### src/rtl/peer_seq_pkg.sv
package peer_seq_pkg;
  typedef enum logic [3:0] {
    E_NONE     = 4'd0,
    E_VERSION  = 4'd1,
    E_ID       = 4'd2,
    E_MASTER   = 4'd3,
    E_RANGE    = 4'd4,
    E_SHM_DUP  = 4'd5,
    E_TABLE    = 4'd6,
    E_VEC_FULL = 4'd7,
    E_DISC_OWN = 4'd8
  } err_e;

  typedef enum logic [2:0] {
    S_VER,
    S_ID,
    S_RUN,
    S_DONE,
    S_ERR
  } state_e;

  localparam int unsigned MSG_BYTES = 8;
  localparam int unsigned ID_MAX    = 65535;
endpackage

### src/rtl/msg_assembler.sv
module msg_assembler import peer_seq_pkg::*; (
  input  logic        clk_i,
  input  logic        rst_ni,
  input  logic        valid_i,
  input  logic [7:0]  byte_i,
  output logic        done_o,
  output logic [63:0] msg_o
);
  localparam int unsigned CNTW = $clog2(MSG_BYTES);

  logic [CNTW-1:0] cnt_q;
  logic [7:0]      buf_q [MSG_BYTES-1];

  assign done_o = valid_i && (cnt_q == CNTW'(MSG_BYTES-1));

  always_ff @(posedge clk_i or negedge rst_ni) begin
    if (!rst_ni)      cnt_q <= '0;
    else if (done_o)  cnt_q <= '0;
    else if (valid_i) cnt_q <= cnt_q + 1'b1;
  end

  for (genvar k = 0; k < MSG_BYTES-1; k++) begin : g_byte
    always_ff @(posedge clk_i or negedge rst_ni) begin
      if (!rst_ni) buf_q[k] <= '0;
      else if (valid_i && cnt_q == CNTW'(k)) buf_q[k] <= byte_i;
    end
    assign msg_o[8*k +: 8] = buf_q[k];
  end
  // last byte goes straight through so the message acts on its final edge
  assign msg_o[63 -: 8] = byte_i;

  a_r1_count_restart: assert property (@(posedge clk_i) disable iff (!rst_ni)
    done_o |=> cnt_q == '0);
endmodule

### src/rtl/msg_classify.sv
module msg_classify import peer_seq_pkg::*; #(
  parameter int unsigned MAX_PEERS = 32,
  parameter logic [63:0] PROTO_VER = 64'd0
) (
  input  logic [63:0] msg_i,
  output logic        ver_ok_o,
  output logic        marker_o,
  output logic        in_range_o,
  output logic        fits_o,
  output logic [15:0] value_o
);
  assign ver_ok_o   = (msg_i == PROTO_VER);
  assign marker_o   = (msg_i == '1);
  assign in_range_o = (msg_i[63:16] == '0);
  assign value_o    = msg_i[15:0];
  assign fits_o     = in_range_o && (32'(msg_i[15:0]) < MAX_PEERS);
endmodule

### src/rtl/peer_table.sv
module peer_table #(
  parameter int unsigned MAX_PEERS   = 32,
  parameter int unsigned INIT_PEERS  = 16,
  parameter int unsigned NUM_VECTORS = 4,
  localparam int unsigned PIW = $clog2(MAX_PEERS),
  localparam int unsigned PW  = $clog2(MAX_PEERS + 1),
  localparam int unsigned CW  = $clog2(NUM_VECTORS + 1)
) (
  input  logic                  clk_i,
  input  logic                  rst_ni,
  input  logic [PIW-1:0]        idx_i,
  input  logic                  grow_i,
  input  logic                  inc_i,
  input  logic                  clr_i,
  output logic [CW-1:0]         cnt_sel_o,
  output logic [PW-1:0]         peer_count_o,
  output logic [MAX_PEERS*CW-1:0] counts_o
);
  logic [CW-1:0] cnt_q [MAX_PEERS];

  always_ff @(posedge clk_i or negedge rst_ni) begin
    if (!rst_ni)     peer_count_o <= PW'(INIT_PEERS);
    else if (grow_i) peer_count_o <= PW'(idx_i) + PW'(1);
  end

  for (genvar p = 0; p < MAX_PEERS; p++) begin : g_peer
    always_ff @(posedge clk_i or negedge rst_ni) begin
      if (!rst_ni) cnt_q[p] <= '0;
      else if (idx_i == PIW'(p)) begin
        if (clr_i)      cnt_q[p] <= '0;
        else if (inc_i) cnt_q[p] <= cnt_q[p] + 1'b1;
      end
    end
    assign counts_o[p*CW +: CW] = cnt_q[p];

    a_r9_cnt_bounded: assert property (@(posedge clk_i) disable iff (!rst_ni)
      cnt_q[p] <= CW'(NUM_VECTORS));
  end

  assign cnt_sel_o = cnt_q[idx_i];

  a_r7_count_monotonic: assert property (@(posedge clk_i) disable iff (!rst_ni)
    peer_count_o >= $past(peer_count_o));
  a_r10_inc_clr_excl: assert property (@(posedge clk_i) disable iff (!rst_ni)
    !(inc_i && clr_i));
endmodule

### src/rtl/peer_setup_seq.sv
module peer_setup_seq import peer_seq_pkg::*; #(
  parameter int unsigned MAX_PEERS   = 32,
  parameter int unsigned INIT_PEERS  = 16,
  parameter int unsigned NUM_VECTORS = 4,
  parameter logic [63:0] PROTO_VER   = 64'd0,
  localparam int unsigned PIW = $clog2(MAX_PEERS),
  localparam int unsigned PW  = $clog2(MAX_PEERS + 1),
  localparam int unsigned CW  = $clog2(NUM_VECTORS + 1)
) (
  input  logic                    clk_i,
  input  logic                    rst_ni,
  input  logic                    cfg_master_i,
  input  logic                    rx_valid_i,
  input  logic [7:0]              rx_byte_i,
  input  logic                    rx_handle_i,
  output logic [15:0]             own_id_o,
  output logic                    setup_done_o,
  output logic                    err_o,
  output logic [3:0]              err_code_o,
  output logic [PW-1:0]           peer_count_o,
  output logic [MAX_PEERS*CW-1:0] vec_count_o,
  output logic                    conn_o,
  output logic                    disc_o,
  output logic [PIW-1:0]          ev_peer_o,
  output logic [CW-1:0]           ev_vec_o
);
  state_e        state_q, state_d;
  logic          msg_done;
  logic [63:0]   msg;
  logic          ver_ok, marker, in_range, fits;
  logic [15:0]   value;
  logic [PIW-1:0] idx;
  logic [CW-1:0] cnt_sel;
  logic          grow, inc, clr;
  logic          conn_d, disc_d, err_d;
  err_e          code_d;
  logic [15:0]   own_id_d;

  msg_assembler u_asm (
    .clk_i   (clk_i),
    .rst_ni  (rst_ni),
    .valid_i (rx_valid_i),
    .byte_i  (rx_byte_i),
    .done_o  (msg_done),
    .msg_o   (msg)
  );

  msg_classify #(.MAX_PEERS(MAX_PEERS), .PROTO_VER(PROTO_VER)) u_cls (
    .msg_i      (msg),
    .ver_ok_o   (ver_ok),
    .marker_o   (marker),
    .in_range_o (in_range),
    .fits_o     (fits),
    .value_o    (value)
  );

  assign idx = value[PIW-1:0];

  peer_table #(
    .MAX_PEERS(MAX_PEERS), .INIT_PEERS(INIT_PEERS), .NUM_VECTORS(NUM_VECTORS)
  ) u_tab (
    .clk_i        (clk_i),
    .rst_ni       (rst_ni),
    .idx_i        (idx),
    .grow_i       (grow),
    .inc_i        (inc),
    .clr_i        (clr),
    .cnt_sel_o    (cnt_sel),
    .peer_count_o (peer_count_o),
    .counts_o     (vec_count_o)
  );

  always_comb begin
    state_d  = state_q;
    own_id_d = own_id_o;
    grow = 1'b0; inc = 1'b0; clr = 1'b0;
    conn_d = 1'b0; disc_d = 1'b0; err_d = 1'b0;
    code_d = E_NONE;
    if (msg_done) begin
      unique case (state_q)
        S_VER: begin
          if (ver_ok && !rx_handle_i) state_d = S_ID;
          else begin err_d = 1'b1; code_d = E_VERSION; end
        end
        S_ID: begin
          if (rx_handle_i || !in_range) begin
            err_d = 1'b1; code_d = E_ID;
          end else if (cfg_master_i && value != '0) begin
            err_d = 1'b1; code_d = E_MASTER;
          end else begin
            own_id_d = value;
            state_d  = S_RUN;
          end
        end
        S_RUN, S_DONE: begin
          if (marker) begin
            if (state_q == S_RUN) state_d = S_DONE;
            else begin err_d = 1'b1; code_d = E_SHM_DUP; end
          end else if (!in_range) begin
            err_d = 1'b1; code_d = E_RANGE;
          end else if (!fits) begin
            err_d = 1'b1; code_d = E_TABLE;
          end else begin
            // grow first, then judge the action, as the server expects
            grow = (PW'(idx) >= peer_count_o);
            if (rx_handle_i) begin
              if (cnt_sel >= CW'(NUM_VECTORS)) begin
                err_d = 1'b1; code_d = E_VEC_FULL;
              end else begin
                conn_d = 1'b1; inc = 1'b1;
              end
            end else if (value == own_id_o) begin
              err_d = 1'b1; code_d = E_DISC_OWN;
            end else begin
              disc_d = 1'b1; clr = 1'b1;
            end
          end
        end
        default: ;
      endcase
      if (err_d && state_q != S_DONE) state_d = S_ERR;
    end
  end

  always_ff @(posedge clk_i or negedge rst_ni) begin
    if (!rst_ni) begin
      state_q    <= S_VER;
      own_id_o   <= '0;
      err_o      <= 1'b0;
      err_code_o <= '0;
      conn_o     <= 1'b0;
      disc_o     <= 1'b0;
      ev_peer_o  <= '0;
      ev_vec_o   <= '0;
    end else begin
      state_q  <= state_d;
      own_id_o <= own_id_d;
      err_o    <= err_d;
      conn_o   <= conn_d;
      disc_o   <= disc_d;
      if (err_d) err_code_o <= code_d;
      if (conn_d || disc_d) begin
        ev_peer_o <= idx;
        ev_vec_o  <= cnt_sel;
      end
    end
  end

  assign setup_done_o = (state_q == S_DONE);

  a_r6_done_sticky: assert property (@(posedge clk_i) disable iff (!rst_ni)
    setup_done_o |=> setup_done_o);
  a_r8_vec_in_range: assert property (@(posedge clk_i) disable iff (!rst_ni)
    conn_o |-> ev_vec_o < CW'(NUM_VECTORS));
  a_r12_err_no_strobe: assert property (@(posedge clk_i) disable iff (!rst_ni)
    err_o |-> !conn_o && !disc_o);
  a_r12_conn_disc_excl: assert property (@(posedge clk_i) disable iff (!rst_ni)
    !(conn_o && disc_o));
  a_r4_master_zero: assert property (@(posedge clk_i) disable iff (!rst_ni)
    (setup_done_o && cfg_master_i) |-> own_id_o == '0);
  a_r11_halt_silent: assert property (@(posedge clk_i) disable iff (!rst_ni)
    (state_q == S_ERR) |=> (state_q == S_ERR) && !conn_o && !disc_o && !err_o);
endmodule

### config.mk
export PLATFORM = sky130hd
export DESIGN_NAME = peer_setup_seq
export DESIGN_NICKNAME = d
export VERILOG_FILES = /design/src/rtl/peer_seq_pkg.sv /design/src/rtl/msg_assembler.sv /design/src/rtl/msg_classify.sv /design/src/rtl/peer_table.sv /design/src/rtl/peer_setup_seq.sv
export SDC_FILE = /design/constraint.sdc
export NUM_CORES = 1
export LEC_CHECK = 0
export ABC_CLOCK_PERIOD_IN_PS = 3000
export BUFFER_PORTS_ARGS = -buffer_cell sky130_fd_sc_hd__buf_2
export CAP_MARGIN = 20
export CORE_MARGIN = 4
export CORE_UTILIZATION = 35
export DETAILED_ROUTE_END_ITERATION = 10
export MAX_ROUTING_LAYER = met4
export PLACE_DENSITY = 0.62
export SYNTH_ARGS = -nofsm -noshare
export SYNTH_HDL_FRONTEND = slang
export SYNTH_HIERARCHICAL = 1
export SYNTH_SLANG_ARGS = --single-unit
export TNS_END_PERCENT = 50
### constraint.sdc
create_clock -name clk_i -period 3 [get_ports clk_i]
set_input_delay 0.15 -clock clk_i [delete_from_list [all_inputs] [get_ports clk_i]]
set_output_delay 0.15 -clock clk_i [all_outputs]
set_load 0.01 [all_outputs]
Yosys cells after proc, flatten, opt, wreduce, memory -nomap -nowiden

Cells that the tools add are included.

Equal/unequal tests: 49
Bitwise logic cells: 3
Mux-type cells: 120
$lt $le $gt $ge: 4
Add/subtract/negate cells: 34
Reductions and logical operators: 60

Operators by type and width:

| operator                                                                      | number |
|---|---|
| 3-bit two-way mux                                                             | 76 |
| 3-bit by 1-bit adder with 3-bit output, second input constant                 | 33 |
| 5-bit == test, second input constant                                          | 16 |
| 64-bit == test, second input constant                                         | 1 |
| 64-bit logical NOT                                                            | 1 |
| 2-bit AND reduction                                                           | 32 |
| 48-bit logical NOT                                                            | 1 |
| 5-bit by 4-bit == test with 1-bit output, second input constant               | 8 |
| 1-bit two-way mux                                                             | 32 |
| 4-bit two-way mux                                                             | 6 |
| 5-bit by 3-bit == test with 1-bit output, second input constant               | 4 |
| 16-bit == test                                                                | 1 |
| 16-bit by 6-bit less-than comparator with 1-bit output, second input constant | 1 |
| 16-bit nonzero test                                                           | 1 |
| 3-bit binary-select mux with 5-bit select                                     | 1 |
| 3-bit != test, second input constant                                          | 5 |
| 3-bit by 2-bit == test with 1-bit output, second input constant               | 4 |
| 3-bit == test, second input constant                                          | 4 |
| 1-bit logical AND                                                             | 12 |
| 4-bit one-hot mux with 3 select lines                                         | 1 |
| 5-bit by 2-bit == test with 1-bit output, second input constant               | 2 |
| 3-bit one-hot mux with 3 select lines                                         | 1 |
| 7-bit AND reduction                                                           | 1 |
| 5-bit by 1-bit adder with 6-bit output, second input constant                 | 1 |
| other kinds (18)                                                              | 25 |

Logic and storage cells: 319
Input port bits: 13
Output and inout bits: 134
Bits in registers: 195

Longest topological paths before layout

Gate-level depths: netlist of the first run.

Word-level depth: 15
Mapped depth: 15
Gate-level depth less buffers: 11

Modules after synthesis

Netlist of the first run, hierarchy kept.

By module, submodules not included:

| module         | area an instance (um^2) | sequential area each (um^2) | instances | cells each |
|---|---|---|---|---|
| peer_table     | 6152.2                  | 2553.7                      | 1         | 577 |
| msg_assembler  | 2411.1                  | 1476.4                      | 1         | 147 |
| peer_setup_seq | 1833.0                  | 850.8                       | 1         | 153 |
| msg_classify   | 409.1                   | 0.0                         | 1         | 61 |

Worst setup path before layout of the first run

OpenSTA, ideal clock, no wires.

Path kind: reg2reg
From: register u_asm.buf_q, in the netlist u_asm/msg_o[0]
To: register u_tab.cnt_q, in the netlist u_tab/counts_o[81]
Buffers on the path: 4
Clock period less this slack: 3.204 ns
Data arrival time: 3.079 ns
Setup slack: -0.204 ns
Data required time: 2.875 ns
Cell stages (with the launch flop): 13
Library setup time: 0.125 ns
Cells stage by stage: dfrtp_1 buf_4 buf_6 buf_8 buf_6 mux4_2 a22oi_1 a21oi_1 nor3_1 o21ai_0 nor2_1 nand2_1 mux2_2

Longest elaborated chain between the ends: 14
Elaborated cells between the ends (all ways): 27
Those cells by class: 2 x order compare; 3 x eq/ne; 18 x mux; 1 x bitwise; 3 x reduce/logical

RTL lines:

| what                                                  | RTL line              | text |
|---|---|---|
| from (decl)                                           | msg_assembler.sv:12   | `logic [7:0] buf_q [MSG_BYTES-1];` |
| from (signal, indexed assignment)                     | msg_assembler.sv:25   | `else if (valid_i && cnt_q == CNTW'(k)) buf_q[k] <= byte_i;` |
| 5-bit NOT with 6-bit output (not written as such)     | peer_table.sv:40      | `assign cnt_sel_o = cnt_q[idx_i];` |
| 3-bit binary-select mux with 5-bit select             | peer_table.sv:40      |  |
| 3-bit two-way mux (not written as such) (2 in series) | peer_table.sv:40      |  |
| named net cnt_sel[2]                                  | peer_setup_seq.sv:33  | `logic [CW-1:0] cnt_sel;` |
| 3-bit >= comparator                                   | peer_setup_seq.sv:107 | `if (cnt_sel >= CW'(NUM_VECTORS)) begin` |
| 1-bit two-way mux (7 in series)                       | -                     |  |
| named net conn_d                                      | peer_setup_seq.sv:35  | `logic conn_d, disc_d, err_d;` |
| 2-bit nonzero test (no source line)                   | -                     |  |
| 2-bit AND reduction (no source line)                  | -                     |  |
| to (signal, indexed assignment)                       | peer_table.sv:31      | `else if (inc_i) cnt_q[p] <= cnt_q[p] + 1'b1;` |
| to (decl)                                             | peer_table.sv:19      | `logic [CW-1:0] cnt_q [MAX_PEERS];` |

The timed path passes the listed nets, and every way through them passes these cells. The select of a mux whose other input is x is not followed.
A chain may end at the register's enable or synchronous reset.

Worst setup path in the final report of the first run

From: register u_asm.buf_q, in the netlist u_asm/msg_o[0]
To: register u_tab.cnt_q, in the netlist u_tab/counts_o[7]

The elaborated chain is that of the path after synthesis.

==> impl_metrics.env, run 1 <==
export IMPL_rows=64
export IMPL_instances_no_fill=1594
export IMPL_synthFlopType="dfrtp_1"
export IMPL_nFillCells=2869
export IMPL_syn_area_um2=10810
export IMPL_synth_fa_ha_area_frac=0.05674
export IMPL_synthArstFlopShare=1.000
export IMPL_routedWlPerCell_um=19.83
export IMPL_dieHeight_um=183.7
export IMPL_hold_start="rx_byte_i[0]"
export IMPL_core_area_um2=30510
export IMPL_path_delay_family="multiplexers"
export IMPL_fin_ws_ns=-0.03220
export IMPL_grt_overflow_total=0
export IMPL_start_util=0.3542
export IMPL_cap_violations=0
export IMPL_hpwl_um=23430
export IMPL_peakVddDrop_mv=0.5241
export IMPL_vias=8488
export IMPL_worst_hold_slack_ns=0.02220
export IMPL_ant_nets=0
export IMPL_track_usage=0.1898
export IMPL_yosysUniqueCellTypes=71
export IMPL_yosys_area_top_type="dfrtp_1"
export IMPL_finalMaxSlewViolations=0
export IMPL_synth_nets=1000
export IMPL_internal_power_mw=5.769
export IMPL_fmax_ghz=0.3298
export IMPL_nets=1246
export IMPL_cp_max_fo=6
export IMPL_slowest_stage="mux4_2"
export IMPL_min_period_over_period=1.011
export IMPL_min_period_ns=3.032
export IMPL_drc=0
export IMPL_drt_wl_total_um=31610
export IMPL_synth_seq_cells=195
export IMPL_hold_class="input port to flop"
export IMPL_yosys_top_cells_count="194 x dfrtp_1, 117 x mux2_2, 71 x nand2_1"
export IMPL_tns_ns=-0.07491
export IMPL_cpPeakStageDelay_ns=0.48
export IMPL_violations="negative setup slack"
export IMPL_insertion_delay_ns=0.45
export IMPL_area_sequential_um2=4882
export IMPL_clkTransAtPathRegs_ns=0.08
export IMPL_multi_input_area_um2=5762
export IMPL_p_leak_nw=6.947
export IMPL_ios=147
export IMPL_io_buffers=146
export IMPL_placed_cell_area_um2=12630
export IMPL_r2r_start="u_asm/msg_o[0]"
export IMPL_path_cells="buf_4 > mux4_2 > a22o_1 > a211oi_2 > a21oi_2 > nor3_2 > buf_4 > buf_6 > o21bai_4 > nor3_4 > buf_12 > nand2_2 > mux2_4"
export IMPL_synth_compound_area_frac=0.08233
export IMPL_post_route_util=0.4519
export IMPL_grt_start_max_net_pins=84
export IMPL_power_total_mw=8.911
export IMPL_synth_top_family_by_area="multiplexers"
export IMPL_start_kind="flop"
export IMPL_pwr_share_clk=0.267
export IMPL_yosys_area_top_type_share=0.4493
export IMPL_yosys_warnings=6
export IMPL_synth_xor_area_frac=0.01459
export IMPL_yosysSeqAreaShare=0.4517
export IMPL_place_inst=1536
export IMPL_drive_gt1_frac=0.4411
export IMPL_crit_buf_inv=4
export IMPL_htree_levels=4
export IMPL_max_slew_margin=0.4640
export IMPL_dr_pass1_iters=5
export IMPL_syn_inst=938
export IMPL_cts_root_buffer="clkbuf_16"
export IMPL_rsz0062_at_grt="yes"
export IMPL_avgViaCountPerCell=5.325
export IMPL_skew_ns=0.01441
export IMPL_status="complete, but fails checks"
export IMPL_crit_type="flop to flop"
export IMPL_dp_slack_ns=-0.2360
export IMPL_hold_end="u_asm/msg_o[40]"
export IMPL_p_comb_frac=0.345
export IMPL_fp_dieArea_um2=33750
export IMPL_hold_violations=0
export IMPL_clk_path_buf_depth=2
export IMPL_first_global_vias=8418
export IMPL_critPathCaptureType="flop"
export IMPL_cts_sinks=195
export IMPL_regToRegSetupSlack_ns=-0.03
export IMPL_finalInstanceArea_um2=13790
export IMPL_p_sw_mw=3.142
export IMPL_cts_inserted_buffers=17
export IMPL_powerDensity_nw_per_um2=646.3
export IMPL_synthTopCellsByArea="dfrtp_1 45%, mux2_2 12%, ha_1 5.7%"
export IMPL_drt_iter0_drc=520
export IMPL_worst_slew_pin_slew_ns=0.8041
export IMPL_swShare=0.3526
export IMPL_synth_edff_count=0
export IMPL_synthMuxAreaShare=0.1819
export IMPL_synth_most_common_cell="dfrtp_1"
export IMPL_avgSynthCellArea_um2=11.52
export IMPL_cp_required_ns=3.32
export IMPL_antenna_found_initial=1
export IMPL_cts_tree="built"
export IMPL_fp_dieW_um=183.7
export IMPL_setup_viol=5
export IMPL_synth_simple_area_share=0.1700
export IMPL_reg2reg_to="u_tab/counts_o[7]"
export IMPL_gp_congestion=0.9099
export IMPL_worstRegToRegCells=13
export IMPL_path_common_cell="buf_4"
export IMPL_hold_path_cell_count=2
export IMPL_area_delta_synth_final_pct=27.59
export IMPL_seq_power_share=0.388
export IMPL_cp_data_arrival_time_ns=3.36
export IMPL_grt_pass1_wl_um=48780
==> metal layers <==
metal,share of wire,vias to the layer above,GRT usage
met5,0,-,-
met3,0.050,36,0.03265
met4,0.017,0,0.04259
met2,0.51,234,0.3209
li1,-,3943,-
met1,0.42,4275,0.2403
==> power by group through the flow <==
| stage | combinational (mW) | sequential (mW) | clock, mW |
|---|---|---|---|
| 2_1_floorplan | 1.88 | 3.37 | 0 |
| 3_3_place_gp | 2.73 | 3.47 | 0 |
| 3_5_place_dp | 2.79 | 3.49 | 0 |
| 4_1_cts | 2.85 | 3.44 | 2.42 |
| 5_1_grt | 3.31 | 3.51 | 2.54 |
| 6_report | 3.08 | 3.46 | 2.38 |
==> flip-flops by register name (all words and copies together), names as in the netlist <==
register	cells
conn_o	1
disc_o	1
err_code_o	4
err_o	1
ev_peer_o	5
ev_vec_o	3
own_id_o	16
state_q	3
u_asm/cnt_q	3
u_asm/msg_o	56
u_tab/counts_o	96
u_tab/peer_count_o	6
==> layout make-up <==
class / instances / area share
flip-flops and latches: 195 / 0.3541
well taps: 396 / 0.03594
repair buffers: 287 / 0.1417
multi-input cells: 661 / 0.4179
diodes: 1 / 0.0001815
inverters: 22 / 0.005990
clock inverters: 15 / 0.01334
clock buffers: 17 / 0.03086
==> how the worst max path moves through the flow <==
stage                         start                 end  slack (ns)  depth (start not counted)
floorplan            u_asm/msg_o[0]  u_tab/counts_o[39]      0.0002                         13
global placement     u_asm/msg_o[0]   u_tab/counts_o[6]       -0.14                         10
detailed placement   u_asm/msg_o[0]   u_tab/counts_o[6]       -0.24                         10
CTS                  u_asm/msg_o[0]   u_tab/counts_o[7]       -0.03                         11
global route        u_asm/msg_o[22]   u_tab/counts_o[7]       -0.19                         13
finish               u_asm/msg_o[0]   u_tab/counts_o[7]       -0.03                         13
==> cell families after synthesis <==
logic type / count (synthesis)
xor+xnor: 18
buf+inv: 82
compound gates: 127
mux: 155
fa+ha+maj: 49
flops: 195
simple gates: 312
==> repair_timing <==
item / 4_1_cts / 5_1_grt
buffers inserted: 6 / 17
hold endpoints to repair: 78 / 0
hold buffers: 1 / 0
setup endpoints to repair: 58 / 95
cloned: 0 / 1
pin swaps: 4 / 26
gates resized for setup: 9 / 61
==> placed cells by master, fill, tap and decap left out, drive strengths merged, types with 10 or more instances in the layout <==
cell type	netlist	final
nor4	27	27
mux2i	16	16
a21oi	11	11
dfrtp	194	194
nand3	24	24
a31oi	22	22
mux2	121	121
nand2	72	72
nor2	25	25
inv	22	29
a21o	10	10
mux4	18	18
o21ai	28	28
xor2	17	17
clkbuf	11	19
nand4	25	25
or3	12	12
nor3	12	12
nand2b	19	19
nor3b	10	10
ha	49	49
buf	49	284
nor2b	58	58
o2bb2ai	15	15
Power figures use the tool's default switching activity.
==> inputs of run 2 (changes only) <==
TNS_END_PERCENT = not set   (was 50)
==> impl_metrics.env, run 2 (synthesis gave the netlist of run 1 again) <==
export IMPL_status="complete, but fails checks"
export IMPL_violations="negative setup slack"
export IMPL_finalMaxSlewViolations=0
export IMPL_peakVddDrop_mv=0.5233
export IMPL_slowest_stage="dfrtp_1"
export IMPL_fp_dieW_um=183.7
export IMPL_worstRegToRegCells=11
export IMPL_path_common_cell="buf_4"
export IMPL_fp_dieArea_um2=33750
export IMPL_track_usage=0.1897
export IMPL_grt_start_max_net_pins=84
export IMPL_swShare=0.3527
export IMPL_drt_wl_total_um=31540
export IMPL_cpPeakStageDelay_ns=0.39
export IMPL_hold_violations=0
export IMPL_p_comb_frac=0.345
export IMPL_start_util=0.3542
export IMPL_crit_buf_inv=2
export IMPL_skew_ns=0.01653
export IMPL_regToRegSetupSlack_ns=-0.01
export IMPL_core_area_um2=30510
export IMPL_path_delay_family="simple AND/OR/NAND/NOR gates"
export IMPL_internal_power_mw=5.766
export IMPL_pwr_share_clk=0.266
export IMPL_clk_path_buf_depth=2
export IMPL_cts_inserted_buffers=17
export IMPL_insertion_delay_ns=0.45
export IMPL_rows=64
export IMPL_start_kind="flop"
export IMPL_ant_nets=0
export IMPL_hold_start="rx_byte_i[0]"
export IMPL_fmax_ghz=0.3319
export IMPL_reg2reg_to="u_tab/counts_o[92]"
export IMPL_fin_ws_ns=-0.01308
export IMPL_first_global_vias=8418
export IMPL_p_sw_mw=3.142
export IMPL_crit_type="flop to flop"
export IMPL_cts_sinks=195
export IMPL_io_buffers=146
export IMPL_clkTransAtPathRegs_ns=0.07
export IMPL_nets=1244
export IMPL_htree_levels=4
export IMPL_powerDensity_nw_per_um2=645.7
export IMPL_largest_reg_flops=96
export IMPL_cts_root_buffer="clkbuf_16"
export IMPL_avgViaCountPerCell=5.336
export IMPL_antenna_found_initial=1
export IMPL_min_period_over_period=1.004
export IMPL_drive_gt1_frac=0.4444
export IMPL_p_leak_nw=6.913
export IMPL_nFillCells=2864
export IMPL_routedWlPerCell_um=19.81
export IMPL_tns_ns=-0.01308
export IMPL_dr_pass1_iters=5
export IMPL_cap_violations=0
export IMPL_r2r_start="u_asm/msg_o[18]"
export IMPL_layout_commonest_cell="dfrtp_1"
export IMPL_power_total_mw=8.907
export IMPL_startpoint="u_asm/msg_o[18]"
export IMPL_critPathCaptureType="flop"
export IMPL_cp_required_ns=3.37
export IMPL_placed_cell_area_um2=12630
export IMPL_gp_congestion=0.9099
export IMPL_finalInstanceArea_um2=13800
export IMPL_rsz0062_at_grt="yes"
export IMPL_hold_class="input port to flop"
export IMPL_dieHeight_um=183.7
export IMPL_drt_iter0_drc=566
export IMPL_ios=147
export IMPL_cp_max_fo=7
export IMPL_hold_end="u_asm/msg_o[40]"
export IMPL_path_cells="nor4_1 > nand4_1 > nor4_4 > buf_4 > and3_2 > and3_4 > buf_4 > o2111a_2 > nand3_2 > mux2_4 > o21ai_2"
export IMPL_hpwl_um=23430
export IMPL_worst_path_stages=11
export IMPL_worst_slew_pin_slew_ns=0.9122
export IMPL_drc=0
export IMPL_area_delta_synth_final_pct=27.67
export IMPL_min_period_ns=3.013
export IMPL_max_slew_margin=0.3919
export IMPL_seq_power_share=0.388
export IMPL_setup_viol=1
export IMPL_grt_overflow_total=0
export IMPL_final_cell_mix="193 x dfrtp_1, 145 x buf_2, 121 x buf_4"
export IMPL_cts_tree="built"
export IMPL_grt_pass1_wl_um=48770
export IMPL_vias=8495
export IMPL_hold_path_cell_count=2
export IMPL_cp_data_arrival_time_ns=3.38
run 2: worst max path at each step:
stage                                    end  slack (ns)
after CTS                  u_tab/counts_o[7]       -0.03
final                     u_tab/counts_o[92]       -0.01
after detailed placement   u_tab/counts_o[6]       -0.24
after global placement     u_tab/counts_o[6]       -0.14
after global routing      u_tab/counts_o[92]       -0.13
after floorplan           u_tab/counts_o[39]      0.0002
run 2: layer usage:
metal,up-vias,global-route usage,wire length (um)
li1,3944,-,-
met1,4286,0.2401,13250
met2,234,0.3209,16240
met3,31,0.03265,1577
met4,0,0.04259,467
met5,-,-,0
run 2: metrics by stage:
step | cells | hold WS, ns | utilization | setup slack, ns
after floorplan | 938 | -0.1456 | - | 0.0002007
after global placement | 1536 | 0.2505 | 0.4141 | -0.1421
after detailed placement | 1536 | 0.2472 | 0.4141 | -0.2360
after CTS | 1575 | 0.004988 | 0.4380 | -0.03318
after global routing | 1592 | 0.01492 | 0.4522 | -0.1276
final | 1592 | 0.02600 | 0.4522 | -0.01308
run 2: area by class of cell:
cell class / instances / area [um^2] / share of cell area
multi-input cells: 661 / 5774 / 0.4186
clock buffers: 17 / 425.4 / 0.03084
clock inverters: 15 / 183.9 / 0.01333
diodes: 1 / 2.502 / 0.0001814
inverters: 22 / 82.58 / 0.005986
flip-flops and latches: 195 / 4882 / 0.3539
repair buffers: 285 / 1949 / 0.1413
well taps: 396 / 495.5 / 0.03592
run 2: repair_timing:
action | CTS | global route
endpoints found under the setup margin | 58 | 95
gates cloned | 0 | 1
pin swaps | 5 | 21
hold buffers | 1 | 0
buffers inserted | 6 | 15
resized for setup | 10 | 66
endpoints found under the hold margin | 78 | 0
run 2: power by group through the flow:
stage | Combinational [mW] | Sequential, mW | Clock (mW)
after floorplan | 1.88 | 3.37 | 0
after global placement | 2.73 | 3.47 | 0
after detailed placement | 2.79 | 3.49 | 0
after CTS | 2.85 | 3.44 | 2.42
after global routing | 3.31 | 3.52 | 2.54
final | 3.08 | 3.46 | 2.37
==> inputs of run 3 (changes only) <==
ABC_CLOCK_PERIOD_IN_PS = 3200   (was 3000)
CORE_UTILIZATION = 37   (was 35)
GPL_ROUTABILITY_DRIVEN = 0   (was not set)
clock period = 3.2 ns   (was 3 ns; I/O delays follow)
==> impl_metrics.env, run 3 (synthesis gave the netlist of run 1 again) <==
export IMPL_status="complete, no violations"
export IMPL_clk_path_buf_depth=2
export IMPL_powerDensity_nw_per_um2=606.3
export IMPL_max_slew_margin=0.4825
export IMPL_nets=1159
export IMPL_cp_max_fo=8
export IMPL_final_cell_mix="190 x dfrtp_1, 145 x buf_2, 117 x mux2_2"
export IMPL_critPathCaptureType="flop"
export IMPL_globalRouteMet3Util=0.03669
export IMPL_setup_viol=0
export IMPL_dieHeight_um=178.9
export IMPL_drt_wl_total_um=29760
export IMPL_start_kind="flop"
export IMPL_vias=8117
export IMPL_crit_type="flop to flop"
export IMPL_grt_pass1_wl_um=46190
export IMPL_busiest_layer="met2"
export IMPL_fp_dieW_um=178.9
export IMPL_hold_violations=0
export IMPL_min_period_ns=3.129
export IMPL_rows=62
export IMPL_grt_util_met1=0.2456
export IMPL_nFillCells=2718
export IMPL_finalMaxSlewViolations=0
export IMPL_routedWlPerCell_um=19.95
export IMPL_grtUsageMet2=0.3159
export IMPL_cts_root_buffer="clkbuf_16"
export IMPL_dr_pass1_iters=5
export IMPL_peakVddDrop_mv=0.4202
export IMPL_dp_slack_ns=-0.08085
export IMPL_cp_data_arrival_time_ns=3.46
export IMPL_drive_gt1_frac=0.3646
export IMPL_antenna_found_initial=0
export IMPL_drc=0
export IMPL_fin_ws_ns=0.07093
export IMPL_layout_commonest_cell="dfrtp_1"
export IMPL_power_total_mw=7.722
export IMPL_finalInstanceArea_um2=12740
export IMPL_cts_sinks=195
export IMPL_p_leak_nw=6.423
export IMPL_worstRegToRegCells=11
export IMPL_min_period_over_period=0.9778
export IMPL_cts_inserted_buffers=17
export IMPL_area_delta_synth_final_pct=17.87
export IMPL_area_sequential_um2=4886
export IMPL_placed_cell_area_um2=12080
export IMPL_skew_ns=0.01567
export IMPL_worst_slew_pin_slew_ns=0.7763
export IMPL_io_buffers=146
export IMPL_cap_violations=0
export IMPL_hold_class="input port to flop"
export IMPL_insertedDiodeCount=0
export IMPL_cts_tree="built"
export IMPL_fp_dieArea_um2=32000
export IMPL_htree_levels=4
export IMPL_insertion_delay_ns=0.44
export IMPL_internal_power_mw=5.059
export IMPL_grt_overflow_total=0
export IMPL_p_sw_mw=2.663
export IMPL_drt_iter0_drc=633
export IMPL_core_area_um2=28780
export IMPL_multi_input_area_um2=5529
export IMPL_fmax_ghz=0.3196
export IMPL_start_util=0.3754
export IMPL_pwr_share_clk=0.270
export IMPL_track_usage=0.1914
export IMPL_first_global_vias=7940
export IMPL_rsz0062_at_grt="yes"
export IMPL_swShare=0.3448
export IMPL_ios=147
export IMPL_avgViaCountPerCell=5.440
export IMPL_p_comb_frac=0.304
export IMPL_hold_path_cell_count=2
export IMPL_grt_start_max_net_pins=91
export IMPL_hpwl_um=21950
export IMPL_seq_power_share=0.425
export IMPL_largest_reg_flops=96
export IMPL_ant_nets=0
export IMPL_clkTransAtPathRegs_ns=0.08
export IMPL_cp_required_ns=3.53
## run 3: final cells by class
| class | instances | area share |
|---|---|---|
| clock buffers | 18 | 0.03370 |
| clock inverters | 12 | 0.01002 |
| inverters | 22 | 0.006484 |
| multi-input cells | 661 | 0.4341 |
| flip-flops and latches | 195 | 0.3836 |
| well taps | 384 | 0.03772 |
| repair buffers | 200 | 0.09431 |
## run 3: what timing repair did
item | CTS | global route
pin swaps | 0 | 5
buffers inserted | 0 | 3
hold buffers | 1 | 0
resized for setup | 2 | 14
setup endpoints to repair | 10 | 73
hold endpoints to repair | 87 | 0
## run 3: worst paths after layout
path                       slack, ns                     to             startpoint
max reg2reg                     0.07      u_tab/counts_o[7]         u_asm/msg_o[0]
max                             0.07      u_tab/counts_o[7]         u_asm/msg_o[0]
min                             0.08        u_asm/msg_o[18]           rx_byte_i[2]
max in group asynchronous       2.03         u_asm/msg_o[3]                 rst_ni
min in group asynchronous       0.38     u_tab/counts_o[84]                 rst_ni
min reg2reg                     0.50  u_tab/peer_count_o[4]  u_tab/peer_count_o[4]
## run 3: metrics by stage
step | instances | TNS (ns) | hold WS, ns | utilization
after floorplan | 938 | 0 | -0.1356 | -
after global placement | 1458 | -0.1062 | 0.3013 | 0.4198
after detailed placement | 1458 | -0.3949 | 0.2968 | 0.4198
after CTS | 1489 | 0 | 0.07289 | 0.4397
after global routing | 1492 | -1.980 | 0.07829 | 0.4425
final | 1492 | 0 | 0.08276 | 0.4425
## run 3: power by group through the flow
| stage | clock network, mW | logic [mW] | registers [mW] |
|---|---|---|---|
| after CTS | 2.14 | 2.34 | 3.27 |
| after floorplan | 0 | 1.76 | 3.16 |
| final | 2.09 | 2.35 | 3.28 |
| after detailed placement | 0 | 2.33 | 3.32 |
| after global placement | 0 | 2.29 | 3.30 |
| after global routing | 2.25 | 2.56 | 3.34 |
## run 3: layer usage
layer | wire length [um] | vias up
li1 | - | 3766
met2 | 14820 | 232
met5 | 0 | -
met4 | 433 | 0
met1 | 12980 | 4096
met3 | 1523 | 23
## run 3: critical path, cell delays in order (launching register included)
cell and delay [ns]:
dfrtp_2 0.51, mux4_2 0.54, a22o_1 0.24, a211oi_1 0.29, a21oi_1 0.13, nor3_2 0.16
buf_4 0.17, o21bai_1 0.15, nor3_4 0.22, buf_4 0.18, nand2_1 0.11, mux2_2 0.32
